[src/rtl/ddr_pwrup_pkg.sv]
package ddr_pwrup_pkg;

    typedef enum logic [3:0] {
        S_IDLE,
        S_CFG,
        S_CLK_STABLE,
        S_RST_WAIT,
        S_CKE_HOLD,
        S_MUX_OFF,
        S_LOAD,
        S_FINISH,
        S_ABORT
    } seq_state_e;

    localparam int NUM_PHASES = 3;
    localparam int PH_RCW     = 0;
    localparam int PH_BCW     = 1;
    localparam int PH_MRS     = 2;

    localparam logic [1:0] MCLK_T_INIT = 2'b10;
    localparam logic [1:0] MCLK_C_INIT = 2'b01;

    function automatic longint unsigned ns_to_cyc(longint unsigned ns,
                                                  longint unsigned period_ps);
        return (ns * 64'd1000 + period_ps - 64'd1) / period_ps;
    endfunction

    function automatic longint unsigned max_u(longint unsigned a, longint unsigned b);
        return (a > b) ? a : b;
    endfunction

endpackage

[src/rtl/ddr_pwrup_timer.sv]
module ddr_pwrup_timer #(
    parameter int CNT_W = 8
) (
    input  logic             clk_i,
    input  logic             rst_i,
    input  logic             load_i,
    input  logic [CNT_W-1:0] load_val_i,
    output logic             zero_o
);

    logic [CNT_W-1:0] cnt_q;

    always_ff @(posedge clk_i) begin
        if (rst_i) begin
            cnt_q <= '0;
        end else if (load_i) begin
            cnt_q <= load_val_i;
        end else if (cnt_q != '0) begin
            cnt_q <= cnt_q - 1'b1;
        end
    end

    assign zero_o = (cnt_q == '0);

    // each wait shrinks by exactly one per cycle
    a_r4_count_down: assert property (@(posedge clk_i) disable iff (rst_i)
        (!load_i && cnt_q != '0) |=> (cnt_q == $past(cnt_q) - 1'b1));

    a_r5_load_taken: assert property (@(posedge clk_i) disable iff (rst_i)
        load_i |=> (cnt_q == $past(load_val_i)));

endmodule

[src/rtl/ddr_pwrup_phase_ctrl.sv]
module ddr_pwrup_phase_ctrl #(
    parameter int NUM = 3
) (
    input  logic           clk_i,
    input  logic           rst_i,
    input  logic           launch_i,
    input  logic           done_i,
    input  logic           err_i,
    output logic [NUM-1:0] req_o,
    output logic           all_ok_o,
    output logic           fail_o
);

    logic [NUM-1:0] req_q;
    logic [NUM-1:0] req_d;
    logic           active;
    logic           advance;

    assign active  = |req_q;
    assign advance = done_i && active && !err_i;

    for (genvar g = 0; g < NUM; g++) begin : g_bit
        if (g == 0) begin : g_first
            always_comb begin
                if (launch_i)              req_d[g] = 1'b1;
                else if (done_i && active) req_d[g] = 1'b0;
                else                       req_d[g] = req_q[g];
            end
        end else begin : g_rest
            always_comb begin
                if (launch_i)     req_d[g] = 1'b0;
                else if (advance) req_d[g] = req_q[g-1];
                else if (done_i && active) req_d[g] = 1'b0;
                else              req_d[g] = req_q[g];
            end

            // a clean done moves the request up by one phase
            a_r7_phase_order: assert property (@(posedge clk_i) disable iff (rst_i)
                (advance && req_q[g-1]) |=> req_q[g]);
        end
    end

    always_ff @(posedge clk_i) begin
        if (rst_i) req_q <= '0;
        else       req_q <= req_d;
    end

    assign req_o    = req_q;
    assign all_ok_o = advance && req_q[NUM-1];
    assign fail_o   = done_i && active && err_i;

    a_r7_req_onehot: assert property (@(posedge clk_i) disable iff (rst_i)
        $onehot0(req_q));

    // an error clears every request
    a_r8_fail_clears: assert property (@(posedge clk_i) disable iff (rst_i)
        fail_o |=> (req_q == '0));

endmodule

[src/rtl/ddr_pwrup_seq.sv]
module ddr_pwrup_seq
    import ddr_pwrup_pkg::*;
#(
    parameter int unsigned CLK_PERIOD_PS   = 1250,
    parameter int unsigned T_CLK_STABLE_NS = 10,
    parameter int unsigned CLK_STABLE_MIN  = 5,
    parameter int unsigned T_RESET_WAIT_NS = 500000,
    parameter int unsigned CKE_HOLD_CYC    = 400
) (
    input  logic       clk_i,
    input  logic       rst_i,
    input  logic       start_i,
    input  logic       port_present_i,
    input  logic       dimm_present_i,
    input  logic       ph_done_i,
    input  logic       ph_err_i,
    output logic [2:0] ph_req_o,
    output logic       busy_o,
    output logic       done_o,
    output logic       err_o,
    output logic       dram_rst_n_o,
    output logic       dram_rst_en_o,
    output logic       cke_o,
    output logic       mclk_drive_o,
    output logic [1:0] mclk_t_o,
    output logic [1:0] mclk_c_o,
    output logic       addr_mux_sel_o,
    output logic       eng_stop_on_err_o,
    output logic       eng_ue_dis_o,
    output logic       eng_cke_copy_o,
    output logic       eng_par_after_o
);

    localparam longint unsigned STABLE_CYC =
        max_u(ns_to_cyc(T_CLK_STABLE_NS, CLK_PERIOD_PS), CLK_STABLE_MIN);
    localparam longint unsigned RST_WAIT_CYC = ns_to_cyc(T_RESET_WAIT_NS, CLK_PERIOD_PS);
    localparam longint unsigned HOLD_CYC     = max_u(CKE_HOLD_CYC, 1);
    localparam longint unsigned CNT_MAX      = max_u(max_u(STABLE_CYC, RST_WAIT_CYC), HOLD_CYC);
    localparam int CNT_W = $clog2(CNT_MAX + 1);

    localparam logic [CNT_W-1:0] LD_STABLE = CNT_W'(STABLE_CYC - 1);
    localparam logic [CNT_W-1:0] LD_RST    = CNT_W'(max_u(RST_WAIT_CYC, 1) - 1);
    localparam logic [CNT_W-1:0] LD_HOLD   = CNT_W'(HOLD_CYC - 1);

    seq_state_e       state_q, state_d;
    logic             tmr_load;
    logic [CNT_W-1:0] tmr_val;
    logic             tmr_zero;
    logic             ph_launch;
    logic             ph_all_ok;
    logic             ph_fail;
    logic             start_ok;

    assign start_ok  = start_i && port_present_i && dimm_present_i;
    assign ph_launch = (state_q == S_MUX_OFF);

    ddr_pwrup_timer #(.CNT_W(CNT_W)) u_timer (
        .clk_i      (clk_i),
        .rst_i      (rst_i),
        .load_i     (tmr_load),
        .load_val_i (tmr_val),
        .zero_o     (tmr_zero)
    );

    ddr_pwrup_phase_ctrl #(.NUM(NUM_PHASES)) u_phase (
        .clk_i    (clk_i),
        .rst_i    (rst_i),
        .launch_i (ph_launch),
        .done_i   (ph_done_i),
        .err_i    (ph_err_i),
        .req_o    (ph_req_o),
        .all_ok_o (ph_all_ok),
        .fail_o   (ph_fail)
    );

    // Next-state and timer reload
    always_comb begin
        state_d  = state_q;
        tmr_load = 1'b0;
        tmr_val  = '0;
        unique case (state_q)
            S_IDLE: begin
                if (start_i) state_d = start_ok ? S_CFG : S_FINISH;
            end
            S_CFG: begin
                state_d  = S_CLK_STABLE;
                tmr_load = 1'b1;
                tmr_val  = LD_STABLE;
            end
            S_CLK_STABLE: begin
                if (tmr_zero) begin
                    state_d  = S_RST_WAIT;
                    tmr_load = 1'b1;
                    tmr_val  = LD_RST;
                end
            end
            S_RST_WAIT: begin
                if (tmr_zero) begin
                    state_d  = S_CKE_HOLD;
                    tmr_load = 1'b1;
                    tmr_val  = LD_HOLD;
                end
            end
            S_CKE_HOLD: begin
                if (tmr_zero) state_d = S_MUX_OFF;
            end
            S_MUX_OFF: state_d = S_LOAD;
            S_LOAD: begin
                if (ph_fail)        state_d = S_ABORT;
                else if (ph_all_ok) state_d = S_FINISH;
            end
            S_FINISH: state_d = S_IDLE;
            S_ABORT:  state_d = S_IDLE;
            default:  state_d = S_IDLE;
        endcase
    end

    // State register
    always_ff @(posedge clk_i) begin
        if (rst_i) state_q <= S_IDLE;
        else       state_q <= state_d;
    end

    // Registered outputs, updated on state entry
    always_ff @(posedge clk_i) begin
        if (rst_i) begin
            done_o            <= 1'b0;
            err_o             <= 1'b0;
            dram_rst_n_o      <= 1'b0;
            dram_rst_en_o     <= 1'b0;
            cke_o             <= 1'b0;
            mclk_drive_o      <= 1'b0;
            mclk_t_o          <= 2'b00;
            mclk_c_o          <= 2'b00;
            addr_mux_sel_o    <= 1'b1;
            eng_stop_on_err_o <= 1'b0;
            eng_ue_dis_o      <= 1'b0;
            eng_cke_copy_o    <= 1'b0;
            eng_par_after_o   <= 1'b0;
        end else begin
            done_o <= (state_d == S_FINISH) || (state_d == S_ABORT);
            if (state_q == S_IDLE && start_i) err_o <= 1'b0;
            if (state_q != state_d) begin
                unique case (state_d)
                    S_CFG: begin
                        eng_stop_on_err_o <= 1'b0;
                        eng_ue_dis_o      <= 1'b0;
                        eng_cke_copy_o    <= 1'b1;
                        eng_par_after_o   <= 1'b1;
                        dram_rst_n_o      <= 1'b0;
                        dram_rst_en_o     <= 1'b0;
                        addr_mux_sel_o    <= 1'b1;
                        cke_o             <= 1'b0;
                        mclk_drive_o      <= 1'b0;
                        mclk_t_o          <= 2'b00;
                        mclk_c_o          <= 2'b00;
                    end
                    S_CLK_STABLE: begin
                        mclk_drive_o <= 1'b1;
                        mclk_t_o     <= MCLK_T_INIT;
                        mclk_c_o     <= MCLK_C_INIT;
                    end
                    S_RST_WAIT: begin
                        dram_rst_n_o  <= 1'b1;
                        dram_rst_en_o <= 1'b1;
                    end
                    S_CKE_HOLD: cke_o <= 1'b1;
                    S_MUX_OFF:  addr_mux_sel_o <= 1'b0;
                    S_ABORT:    err_o <= 1'b1;
                    default: ;
                endcase
            end
        end
    end

    assign busy_o = !(state_q inside {S_IDLE, S_FINISH, S_ABORT});

    // reset is released only while the clocks are driven
    a_r3_clk_before_rst: assert property (@(posedge clk_i) disable iff (rst_i)
        $rose(dram_rst_n_o) |-> (mclk_drive_o && mclk_t_o == MCLK_T_INIT
                                  && mclk_c_o == MCLK_C_INIT));

    // CKE rises only after reset release, with the mux still on the engine
    a_r5_cke_after_rst: assert property (@(posedge clk_i) disable iff (rst_i)
        $rose(cke_o) |-> (dram_rst_n_o && dram_rst_en_o && addr_mux_sel_o));

    // mux switches only with CKE high and no phase pending
    a_r6_mux_after_cke: assert property (@(posedge clk_i) disable iff (rst_i)
        $fell(addr_mux_sel_o) |-> (cke_o && ph_req_o == 3'b000));

    // no load phase while the address mux still selects the engine path
    a_r7_req_mux_low: assert property (@(posedge clk_i) disable iff (rst_i)
        (ph_req_o != 3'b000) |-> !addr_mux_sel_o);

    // done is a single-cycle pulse
    a_r9_done_pulse: assert property (@(posedge clk_i) disable iff (rst_i)
        done_o |=> !done_o);

    // done and busy never overlap
    a_r12_busy_done: assert property (@(posedge clk_i) disable iff (rst_i)
        done_o |-> !busy_o);

    // engine mode holds its programmed value throughout a run
    a_r2_mode_set: assert property (@(posedge clk_i) disable iff (rst_i)
        busy_o |-> (!eng_stop_on_err_o && !eng_ue_dis_o && eng_cke_copy_o && eng_par_after_o));

endmodule

[config.mk]
export PLATFORM = sky130hd
export DESIGN_NAME = ddr_pwrup_seq
export DESIGN_NICKNAME = d
export VERILOG_FILES = /design/src/rtl/ddr_pwrup_pkg.sv /design/src/rtl/ddr_pwrup_timer.sv /design/src/rtl/ddr_pwrup_phase_ctrl.sv /design/src/rtl/ddr_pwrup_seq.sv
export SDC_FILE = /design/constraint.sdc
export NUM_CORES = 1
export LEC_CHECK = 0
export CORE_ASPECT_RATIO = 2
export CORE_MARGIN = 3
export CORE_UTILIZATION = 50
export DETAILED_ROUTE_END_ITERATION = 10
export HOLD_SLACK_MARGIN = 0.12
export PLACE_DENSITY = 0.74
export SYNTH_ARGS = -nofsm -noshare
export SYNTH_HDL_FRONTEND = slang
export SYNTH_SLANG_ARGS = --single-unit
export TNS_END_PERCENT = 1
[constraint.sdc]
create_clock -name clk_i -period 2.55 [get_ports clk_i]
set_input_delay 0.51 -clock clk_i [delete_from_list [all_inputs] [get_ports clk_i]]
set_output_delay 0.51 -clock clk_i [all_outputs]
set_load 0.02 [all_outputs]
=== Yosys cells after proc, flatten, opt, wreduce, memory -nomap -nowiden ===
Cells that the tools add are included.

* Add/subtract/negate cells: 1
* Equal/unequal tests: 16
* Multiplexer cells: 28
* Reductions and logical operators: 29

{| class="wikitable"
|+ Operators with widths
! cell !! count
|-
| $mux W19 || 3
|-
| $pmux W19 S3 || 1
|-
| $eq A4 B3 Y1 const B || 7
|-
| $pmux W4 S7 || 1
|-
| $mux W4 || 6
|-
| $logic_not A19 Y1 || 1
|-
| $reduce_bool A19 Y1 || 1
|-
| $sub A19 B1 Y19 const B || 1
|-
| $eq A4 B2 Y1 const B || 4
|-
| $reduce_bool A2 Y1 || 7
|-
| $pmux W1 S2 || 5
|-
| $reduce_and A2 Y1 || 5
|-
| $mux W9 || 1
|-
| $eq A4 B1 Y1 const B || 2
|-
| $eq A4 B4 Y1 const B || 2
|-
| $mux W1 || 8
|-
| $pmux W2 S2 || 2
|-
| $logic_and A1 B1 Y1 || 7
|-
| $logic_not A4 Y1 || 1
|-
| $ne A4 B4 Y1 || 1
|-
| $reduce_or A2 Y1 || 2
|-
| $mux W3 || 1
|-
| $reduce_bool A3 Y1 || 1
|-
| $reduce_or A3 Y1 || 1
|-
| other kinds (2) || 3
|}

* Flip-flop bits (word level): 37

=== Longest topological paths before layout ===
Gate-level depths: netlist of the first run.

* Word-level depth: 10
* Depth in mapped cells: 8
* Depth with buffers taken out: 7

=== Hierarchy ===
Synthesis of the first run repeated with hierarchy kept, for this count alone.

* Cell total of the unflattened synthesis: 242
* Area total of the unflattened synthesis: 1966.9 um^2

{| class="wikitable"
|+ By module, submodules not included
! module !! times used !! cells an instance !! area each (um^2) !! sequential area each (um^2)
|-
| ddr_pwrup_timer || 1 || 138 || 1104.8 || 380.4
|-
| ddr_pwrup_seq || 1 || 89 || 725.7 || 220.2
|-
| ddr_pwrup_phase_ctrl || 1 || 15 || 136.4 || 60.1
|}

=== Least setup slack after synthesis of the first run ===
Ideal clock, no wire load.

* Kind: register to register
* From: register u_timer.cnt_q[0]
* To: register done_o
* Setup time: 0.088 ns
* Arrival: 1.783 ns
* Required time: 2.462 ns
* Setup slack: 0.679 ns
* Cell stages (with the launch flop): 8
* Buffers on the path: 0
* Period minus slack after synthesis: 1.871 ns
* Cells stage by stage: dfxtp_1 > inv_1 > ha_1 > or4b_4 > nor2_4 > nand3_4 > a31o_1 > o32ai_2

* Cells in the longest elaborated chain, start to end: 5

{| class="wikitable"
|+ Ends and longest elaborated chain
! what !! RTL line !! RTL
|-
| start, declared || ddr_pwrup_timer.sv:11 || <nowiki>logic [CNT_W-1:0] cnt_q;</nowiki>
|-
| start signal, assigned || ddr_pwrup_timer.sv:17 || <nowiki>cnt_q <= load_val_i;</nowiki>
|-
| start signal, assigned || ddr_pwrup_timer.sv:19 || <nowiki>cnt_q <= cnt_q - 1'b1;</nowiki>
|-
| $logic_not A19 Y1 (*) || ddr_pwrup_timer.sv:23 || <nowiki>assign zero_o = (cnt_q == '0);</nowiki>
|-
| $mux W4 (on tied branches) || ddr_pwrup_seq.sv:105, ddr_pwrup_seq.sv:91, ddr_pwrup_seq.sv:98 ||
|-
| $pmux W4 S7 (*) || ddr_pwrup_seq.sv:81 || <nowiki>unique case (state_q)</nowiki>
|-
| $eq A4 B3 Y1 / $eq A4 B4 Y1 (equally long branches) || ddr_pwrup_seq.sv:141 || <nowiki>done_o <= (state_d == S_FINISH) || (state_d == S_ABORT);</nowiki>
|-
| $logic_or A1 B1 Y1 (*) || ddr_pwrup_seq.sv:141 ||
|-
| end signal, assigned || ddr_pwrup_seq.sv:141 ||
|-
| end, declared || ddr_pwrup_seq.sv:19 || <nowiki>output logic done_o,</nowiki>
|}

Mark *: on every way between the ends. The rest lies on a longest branch, timed or not.
A chain may end at the register's enable or synchronous reset.

=== Final worst setup path of the first run ===
* From: register state_q[1]
* To: output port busy_o

* Cells in the longest elaborated chain, start to end: 3

{| class="wikitable"
|+ Ends and longest elaborated chain
! what !! RTL line !! RTL
|-
| start, declared || ddr_pwrup_seq.sv:45 || <nowiki>seq_state_e state_q, state_d;</nowiki>
|-
| start signal, assigned || ddr_pwrup_seq.sv:121 || <nowiki>else state_q <= state_d;</nowiki>
|-
| $eq A4 B3 Y1, or another cell as far along || ddr_pwrup_seq.sv:176 || <nowiki>assign busy_o = !(state_q inside {S_IDLE, S_FINISH, S_ABORT});</nowiki>
|-
| $reduce_bool A3 Y1 (*) || ddr_pwrup_seq.sv:176 ||
|-
| $logic_not A1 Y1 (*) || ddr_pwrup_seq.sv:176 ||
|-
| end, declared || ddr_pwrup_seq.sv:18 || <nowiki>output logic busy_o,</nowiki>
|}

Marks and branches as above.

==> results of run 1 <==
-- power groups by stage --
stage               sequential [µW]  clock (µW)  combinational (µW)
global route                    894         407                1870
floorplan                       828           0                1300
finish                          868         377                1700
detailed placement              876           0                1680
CTS                             866         383                1690
global placement                872           0                1660
-- per-layer routing --
layer / vias to the layer above / GRT usage / share of wire
li1: 812 / - / -
met1: 762 / 0.212 / 0.35
met2: 59 / 0.395 / 0.57
met3: 23 / 0.0443 / 0.038
met4: 0 / 0.173 / 0.049
met5: - / 0 / 0
-- layout by cell type (no fill, tap or decap), types with 3 or more instances in the layout --
master / instances
clkdlybuf4s50_1: 21
clkbuf_8: 5
nand2_1: 18
o21ai_0: 7
o21ai_1: 3
or4_1: 3
a21oi_1: 14
xnor2_1: 7
nand2b_1: 4
a31oi_1: 4
a211oi_1: 3
buf_4: 8
nor4_1: 4
inv_1: 8
conb_1: 4
nand3_1: 9
nor2b_1: 3
nor3_1: 8
dfxtp_1: 33
nor2_1: 19
xor2_1: 4
-- metrics by stage --
stage / total power (µW) / cell area [µm²] / utilization / cells
detailed placement: 2550 / 2070 / 0.599 / 280
floorplan: 2130 / 1830 / - / 217
CTS: 2940 / 2150 / 0.623 / 288
finish: 2950 / 2150 / 0.623 / 288
global placement: 2530 / 2070 / 0.599 / 280
global route: 3170 / 2150 / 0.623 / 288
-- critical path, cell delays in order, from the launching register on --
cell	delay (ns)
dfxtp_1	0.57
nor3_1	0.12
a31oi_1	0.16
clkdlybuf4s50_1	0.63
-- layout make-up --
cell class | instances | area (µm²)
repair buffers | 29 | 270
multi-input cells | 162 | 1050
clock buffers | 6 | 72.6
clock inverters | 2 | 10.0
well taps | 48 | 60.1
fillers | 322 | 1300
flip-flops and latches | 33 | 661
inverters | 8 | 30.0
-- kinds of logic (layout without fill, tap and decap cells) --
kind of cell	after synthesis	count (layout)	synth area share
simple gates	95	95	0.314
compound gates	51	51	0.194
flops	33	33	0.363
buf+inv	22	45	0.0667
xor+xnor	11	11	0.0530
fa+ha+maj	1	1	0.00688
other cells	1	4	0.00206
-- worst paths after layout --
kind	to	cells past startpoint	slack (ns)
max reg2reg	u_timer.cnt_q[11]	7	0.28
min reg2reg	cke_o	2	0.46
min	cke_o	2	0.46
max	busy_o	3	0.28
==> results.py, run 1 <==
metrics = {
    "floorplanning": {
        "fp.dieW_um": 48.7,
        "pin_count": 26,
        "start_util": 0.527,
        "coreArea_mm2": 0.00345,
        "row_count": 30,
        "die_h_um": 91.3,
        "dieArea_mm2": 0.00444,
    },
    "global_route": {
        "antenna_found_initial": 0,
        "overflow": 0,
        "grt_max_degree": 17,
        "grt_pass1_vias": 1674,
        "grt_pass1_wl_um": 7660,
        "track_usage": 0.221,
    },
    "min_path": {
        "hp-class": "reg -> reg",
        "hp-start": "cke_o",
    },
    "place": {
        "gp_congestion": 0.893,
        "dpl.hpwl_um": 3480,
        "io_buffers": 21,
        "place_ws_ns": 0.317,
    },
    "layout": {
        "area_growth_pct": 18.3,
        "final_nets": 247,
        "largest_reg_flops": 19,
        "max_flop_register": "u_timer.cnt_q",
        "antenna_cells": 0,
        "drive_gt1_frac": 0.133,
    },
    "power": {
        "power_density_mw_per_mm2": 1370,
        "combPwrFrac": 0.578,
        "switching_power_uw": 1400,
        "cell_internal_pwr_uw": 1550,
        "p_sw_frac": 0.473,
        "ir_worst_vdd_mv": 0.713,
        "clkPwrFrac": 0.128,
        "pwr-share-seq": 0.294,
        "leakage_uw": 0.000789,
    },
    "routing": {
        "vias": 1656,
        "ant_nets": 0,
        "route.detailed.drc": 0,
        "drt_iter0_drc": 33,
        "first_pass_iters": 5,
        "vias_per_cell": 5.75,
        "avgRoutedWirePerCell_um": 15.5,
        "routed_wl_um": 4460,
    },
    "logic_synthesis": {
        "ys.flop_type": "dfxtp_1",
        "ys_warn_count": 0,
        "syn_area_mm2": 0.00182,
        "synth_top_area_cell": "dfxtp_1",
        "synth_top_area_frac": 0.363,
        "synth_area_leaders": "dfxtp_1 (36%), nor2_1 (3.9%), a21oi_1 (3.9%)",
        "ys_seq_area_frac": 0.363,
        "synth_edf_count": 0,
        "postSynthAreaPerCell_um2": 8.50,
        "ys_types": 59,
        "async_reset_ff_frac": 0,
        "synthCells": 214,
        "synthTopCellsByCount": "dfxtp_1 (33), nor2_1 (19), nand2_1 (18)",
        "synth.most_common_cell": "dfxtp_1",
        "ys_seq_elements": 33,
    },
    "sta": {
        "tns_ns": 0,
        "fin_ws_ns": 0.275,
        "period_needed_ns": 2.27,
        "slew_headroom": 0.543,
        "drv_slew": 0,
        "skew_ns": 0.00617,
        "setup_viol": 0,
        "worstMarginPinSlew_ns": 0.683,
        "hold_ws_ns": 0.457,
        "hold_viol_final": 0,
        "min_period_over_period": 0.892,
        "max_freq_ghz": 0.440,
        "rsz0062_at_grt": "false",
    },
    "run": {
        "drv_cap": 0,
    },
    "cts": {
        "htreeDepth": 2,
        "clkSlewWorstSetupHoldPaths_ns": 0.07,
        "cts_buffers": 5,
        "clock_latency_ns": 0.29,
        "cts_tree": "yes",
        "postCtsHoldBufs": 0,
        "cts.sinks": 33,
        "cts_buffer_depth": 2,
        "ctsRootBufferMaster": "clkbuf_8",
        "cts-resized-gates": 0,
        "post-cts-setup-buffers": 0,
    },
    "setup_path": {
        "startpoint_type": "flip-flop",
        "critPathArrivalTime_ns": 1.76,
        "crit_fanout": 13,
        "rr_startpoint": "u_timer.cnt_q[0]",
        "required_ns": 2.04,
        "critPathCaptureType": "primary output",
        "setup.worst_path.class": "reg -> out",
        "crit_path_start": "state_q[1]",
    },
    "outcome": {
        "outcome": "finished, final reports clean",
    },
}
No activity file was read; power rests on OpenSTA's default activity.
==> run 2: changes to the inputs <==
--- a/config.mk
+++ b/config.mk
@@ -6,7 +6,6 @@
 export NUM_CORES = 1
 export LEC_CHECK = 0
 export CORE_ASPECT_RATIO = 2
-export CORE_MARGIN = 3
 export CORE_UTILIZATION = 50
 export DETAILED_ROUTE_END_ITERATION = 10
 export HOLD_SLACK_MARGIN = 0.12
==> results.py, run 2 (same netlist as run 1, synthesis figures left out) <==
metrics = {
    "outcome": {
        "outcome": "finished, final reports clean",
    },
    "setup_path": {
        "setup.worst_path.class": "reg -> out",
        "required_ns": 2.04,
        "critPathArrivalTime_ns": 1.77,
        "crit_chain": "nor3_1 -> a31oi_1 -> clkdlybuf4s50_1",
        "startpoint_type": "flip-flop",
        "slowest_delay_ns": 0.63,
        "cpMaxStageDelayCell": "clkdlybuf4s50_1",
        "critPathCaptureType": "primary output",
        "crit_fanout": 13,
    },
    "cts": {
        "clkSlewWorstSetupHoldPaths_ns": 0.07,
        "cts.sinks": 33,
        "cts_tree": "yes",
        "cts_buffer_depth": 2,
        "post-cts-setup-buffers": 0,
        "cts_buffers": 5,
        "htreeDepth": 2,
        "ctsRootBufferMaster": "clkbuf_8",
        "clock_latency_ns": 0.29,
        "cts-resized-gates": 0,
        "postCtsHoldBufs": 0,
    },
    "layout": {
        "layout.cells.non_filler": 286,
        "layout_commonest_cell": "dfxtp_1",
        "fill_cells": 309,
        "seqCellArea_um2": 661,
        "antenna_cells": 0,
        "max_flop_register": "u_timer.cnt_q",
        "multiInputGateArea_mm2": 0.00105,
        "final_cell_mix": "dfxtp_1 (33), clkdlybuf4s50_1 (21), nor2_1 (19), nand2_1 (18), a21oi_1 (14)",
        "largest_reg_flops": 19,
        "area_growth_pct": 19.3,
        "drive_gt1_frac": 0.126,
        "final_nets": 245,
    },
    "sta": {
        "max_freq_ghz": 0.438,
        "rsz0062_at_grt": "false",
        "hold_viol_final": 0,
        "drv_slew": 0,
        "slew_headroom": 0.571,
        "skew_ns": 0.00768,
        "setup_viol": 0,
        "period_needed_ns": 2.28,
        "worstMarginPinSlew_ns": 0.642,
        "tns_ns": 0,
        "min_period_over_period": 0.895,
        "hold_ws_ns": 0.459,
    },
    "routing": {
        "first_pass_iters": 4,
        "ant_nets": 0,
        "avgRoutedWirePerCell_um": 15.5,
        "routed_wl_um": 4440,
        "vias_per_cell": 5.77,
        "vias": 1650,
        "route.detailed.drc": 0,
        "drt_iter0_drc": 40,
    },
    "floorplanning": {
        "coreArea_mm2": 0.00342,
        "row_count": 30,
        "die_h_um": 87.3,
        "pin_count": 26,
        "start_util": 0.533,
        "dieArea_mm2": 0.00390,
        "fp.dieW_um": 44.7,
    },
    "place": {
        "dp.cells": 278,
        "gp_congestion": 0.891,
        "dpl.hpwl_um": 3480,
        "io_buffers": 21,
    },
    "power": {
        "ir_worst_vdd_mv": 0.863,
        "power_density_mw_per_mm2": 1410,
        "leakage_uw": 0.000792,
    },
    "global_route": {
        "track_usage": 0.263,
        "grt_max_degree": 17,
        "overflow": 0,
        "grt_pass1_vias": 1617,
        "grt_pass1_wl_um": 7450,
        "antenna_found_initial": 0,
    },
    "run": {
        "drv_cap": 0,
    },
    "min_path": {
        "hp-class": "reg -> reg",
    },
}
-- run 2: cell count changes in the layout (fill, tap and decap cells not counted), sizes merged --
cell,delta
clkbuf,+1
buf,-2
bufinv,+1
clkinv,-2
-- run 2: through the flow --
stage	area [µm²]	util	total power (µW)	setup slack, ns
finish	2170	0.636	3060	0.268
global route	2170	0.636	3300	0.187
CTS	2170	0.636	3050	0.280
detailed placement	2050	0.601	2540	0.383
global placement	2050	0.601	2510	0.427
floorplan	1830	-	2130	0.679
-- run 2: critical path: cells and delay by family, from the launching register on --
| family | cells | cell delay (ns) |
|---|---|---|
| simple gates | 1 | 0.11 |
| flops | 1 | 0.56 |
| buf+inv | 1 | 0.63 |
| compound gates | 1 | 0.17 |
-- run 2: power by group --
| group | total (µW) | internal [µW] | switching [µW] |
|---|---|---|---|
| Combinational | 1670 | 687 | 979 |
| Clock | 515 | 319 | 197 |
| Sequential | 880 | 667 | 214 |
-- run 2: worst paths after layout --
| path | from | end | slack (ns) | depth (start not counted) |
|---|---|---|---|---|
| setup / recovery | state_q[1] | busy_o | 0.27 | 3 |
| hold reg to reg | err_o | err_o | 0.46 | 2 |
| setup reg to reg | u_timer.cnt_q[0] | u_timer.cnt_q[11] | 0.36 | 7 |
| hold / removal | err_o | err_o | 0.46 | 2 |
-- run 2: final cells by class --
class / instances / share of cell area
well taps: 48 / 0.0277
clock inverters: 1 / 0.0138
multi-input cells: 162 / 0.483
clock buffers: 7 / 0.0398
inverters: 8 / 0.0138
repair buffers: 27 / 0.118
flip-flops and latches: 33 / 0.304
-- run 2: metal layers --
metal | share of wire | vias up | wire length, µm | global-route usage
li1 | - | 820 | - | -
met1 | 0.36 | 777 | 1610 | 0.247
met2 | 0.56 | 37 | 2490 | 0.496
met3 | 0.026 | 16 | 116 | 0.0394
met4 | 0.050 | 0 | 221 | 0.163
met5 | 0 | - | 0 | 0
==> run 3: changes to the inputs <==
--- a/config.mk
+++ b/config.mk
@@ -5,6 +5,7 @@
 export SDC_FILE = /design/constraint.sdc
 export NUM_CORES = 1
 export LEC_CHECK = 0
+export CAP_MARGIN = 30
 export CORE_ASPECT_RATIO = 2
 export CORE_UTILIZATION = 50
 export DETAILED_ROUTE_END_ITERATION = 10
==> constraint.sdc (replaced) <==
create_clock -name clk_i -period 2.6 [get_ports clk_i]
set_input_delay 0.52 -clock clk_i [delete_from_list [all_inputs] [get_ports clk_i]]
set_output_delay 0.52 -clock clk_i [all_outputs]
set_load 0.02 [all_outputs]
==> results.py, run 3 (same netlist as run 1, synthesis figures left out) <==
metrics = {
    "sta": {
        "period_needed_ns": 2.26,
        "max_freq_ghz": 0.442,
        "worstMarginPinSlew_ns": 0.673,
        "min_period_over_period": 0.871,
        "slew_headroom": 0.550,
        "drv_slew": 0,
        "tns_ns": 0,
        "setup_viol": 0,
        "hold_viol_final": 0,
        "rsz0062_at_grt": "false",
        "skew_ns": 0.00790,
    },
    "layout": {
        "final_nets": 245,
        "area_growth_pct": 19.3,
        "layout_commonest_cell": "dfxtp_1",
        "drive_gt1_frac": 0.126,
        "max_flop_register": "u_timer.cnt_q",
        "antenna_cells": 0,
        "largest_reg_flops": 19,
        "final_cell_area_mm2": 0.00217,
        "final_cell_mix": "dfxtp_1 (33), clkdlybuf4s50_1 (21), nor2_1 (19), nand2_1 (18), a21oi_1 (14)",
    },
    "routing": {
        "vias": 1668,
        "first_pass_iters": 4,
        "ant_nets": 0,
        "avgRoutedWirePerCell_um": 15.4,
        "route.detailed.drc": 0,
        "routed_wl_um": 4410,
        "drt_iter0_drc": 35,
        "vias_per_cell": 5.83,
    },
    "outcome": {
        "outcome": "finished, final reports clean",
    },
    "floorplanning": {
        "coreArea_mm2": 0.00342,
        "pin_count": 26,
        "row_count": 30,
        "start_util": 0.533,
        "fp.dieW_um": 44.7,
        "dieArea_mm2": 0.00390,
        "die_h_um": 87.3,
    },
    "global_route": {
        "grt_pass1_wl_um": 7470,
        "grt_pass1_vias": 1680,
        "antenna_found_initial": 0,
        "track_usage": 0.260,
        "overflow": 0,
        "grt_max_degree": 21,
    },
    "cts": {
        "cts-resized-gates": 0,
        "htreeDepth": 2,
        "clkSlewWorstSetupHoldPaths_ns": 0.06,
        "post-cts-setup-buffers": 0,
        "ctsRootBufferMaster": "clkbuf_8",
        "clock_latency_ns": 0.29,
        "cts_buffer_depth": 2,
        "cts_tree": "yes",
        "postCtsHoldBufs": 0,
        "cts_buffers": 5,
        "cts.sinks": 33,
    },
    "min_path": {
        "hp-class": "reg -> reg",
    },
    "place": {
        "dpl.hpwl_um": 3360,
        "io_buffers": 21,
        "gp_congestion": 0.891,
        "placed_cell_area_mm2": 0.00205,
    },
    "setup_path": {
        "crit_fanout": 13,
        "startpoint_type": "flip-flop",
        "critPathCaptureType": "primary output",
        "crit_path_start": "state_q[1]",
        "r2r-end": "u_timer.cnt_q[8]",
        "critPathArrivalTime_ns": 1.74,
        "worst-r2r-cell-count": 5,
        "setup.worst_path.class": "reg -> out",
        "rr_startpoint": "u_timer.cnt_q[4]",
        "crit_end": "busy_o",
        "rrSetupSlack_ns": 0.36,
        "required_ns": 2.08,
    },
    "run": {
        "drv_cap": 0,
    },
    "power": {
        "ir_worst_vdd_mv": 0.765,
        "leakage_uw": 0.000792,
        "power_density_mw_per_mm2": 1370,
    },
}
## run 3: how the worst min path moves through the flow
stage / startpoint / end / cells after the start
floorplan: u_timer.cnt_q[16] / u_timer.cnt_q[16] / 2
global placement: cke_o / cke_o / 2
detailed placement: cke_o / cke_o / 2
CTS: cke_o / cke_o / 2
global route: cke_o / cke_o / 2
finish: cke_o / cke_o / 2
## run 3: cell type report
cell class | instances | area, µm²
Fill cell | 301 | 1240
Inverter | 8 | 30.0
Clock inverter | 1 | 30.0
Tap cell | 48 | 60.1
Multi-Input combinational cell | 162 | 1050
Clock buffer | 7 | 86.3
Sequential cell | 33 | 661
Timing Repair Buffer | 27 | 255
## run 3: stage by stage
stage,setup slack [ns],hold slack (ns),instances,power (µW),utilization
after floorplan,0.729,0.478,217,2090,-
after global placement,0.469,0.447,278,2450,0.601
after detailed placement,0.391,0.445,278,2460,0.601
after CTS,0.347,0.463,286,2970,0.636
after global routing,0.112,0.494,286,3200,0.636
final,0.335,0.463,286,2980,0.636
## run 3: critical path: stages (launching register included)
cell and delay, ns:
dfxtp_1 0.57, nor3_1 0.11, a31oi_1 0.16, clkdlybuf4s50_1 0.63
## run 3: routing by layer
layer	track usage	part of all wire	vias up
li1	-	-	815
met2	0.464	0.55	51
met1	0.249	0.36	777
met5	0	0	-
met4	0.196	0.065	0
met3	0.0456	0.029	25
## run 3: power by group
group	internal, µW	switching, µW	total [µW]
Combinational	665	955	1620
Clock	312	183	495
Sequential	654	210	864
Total	1630	1350	2980
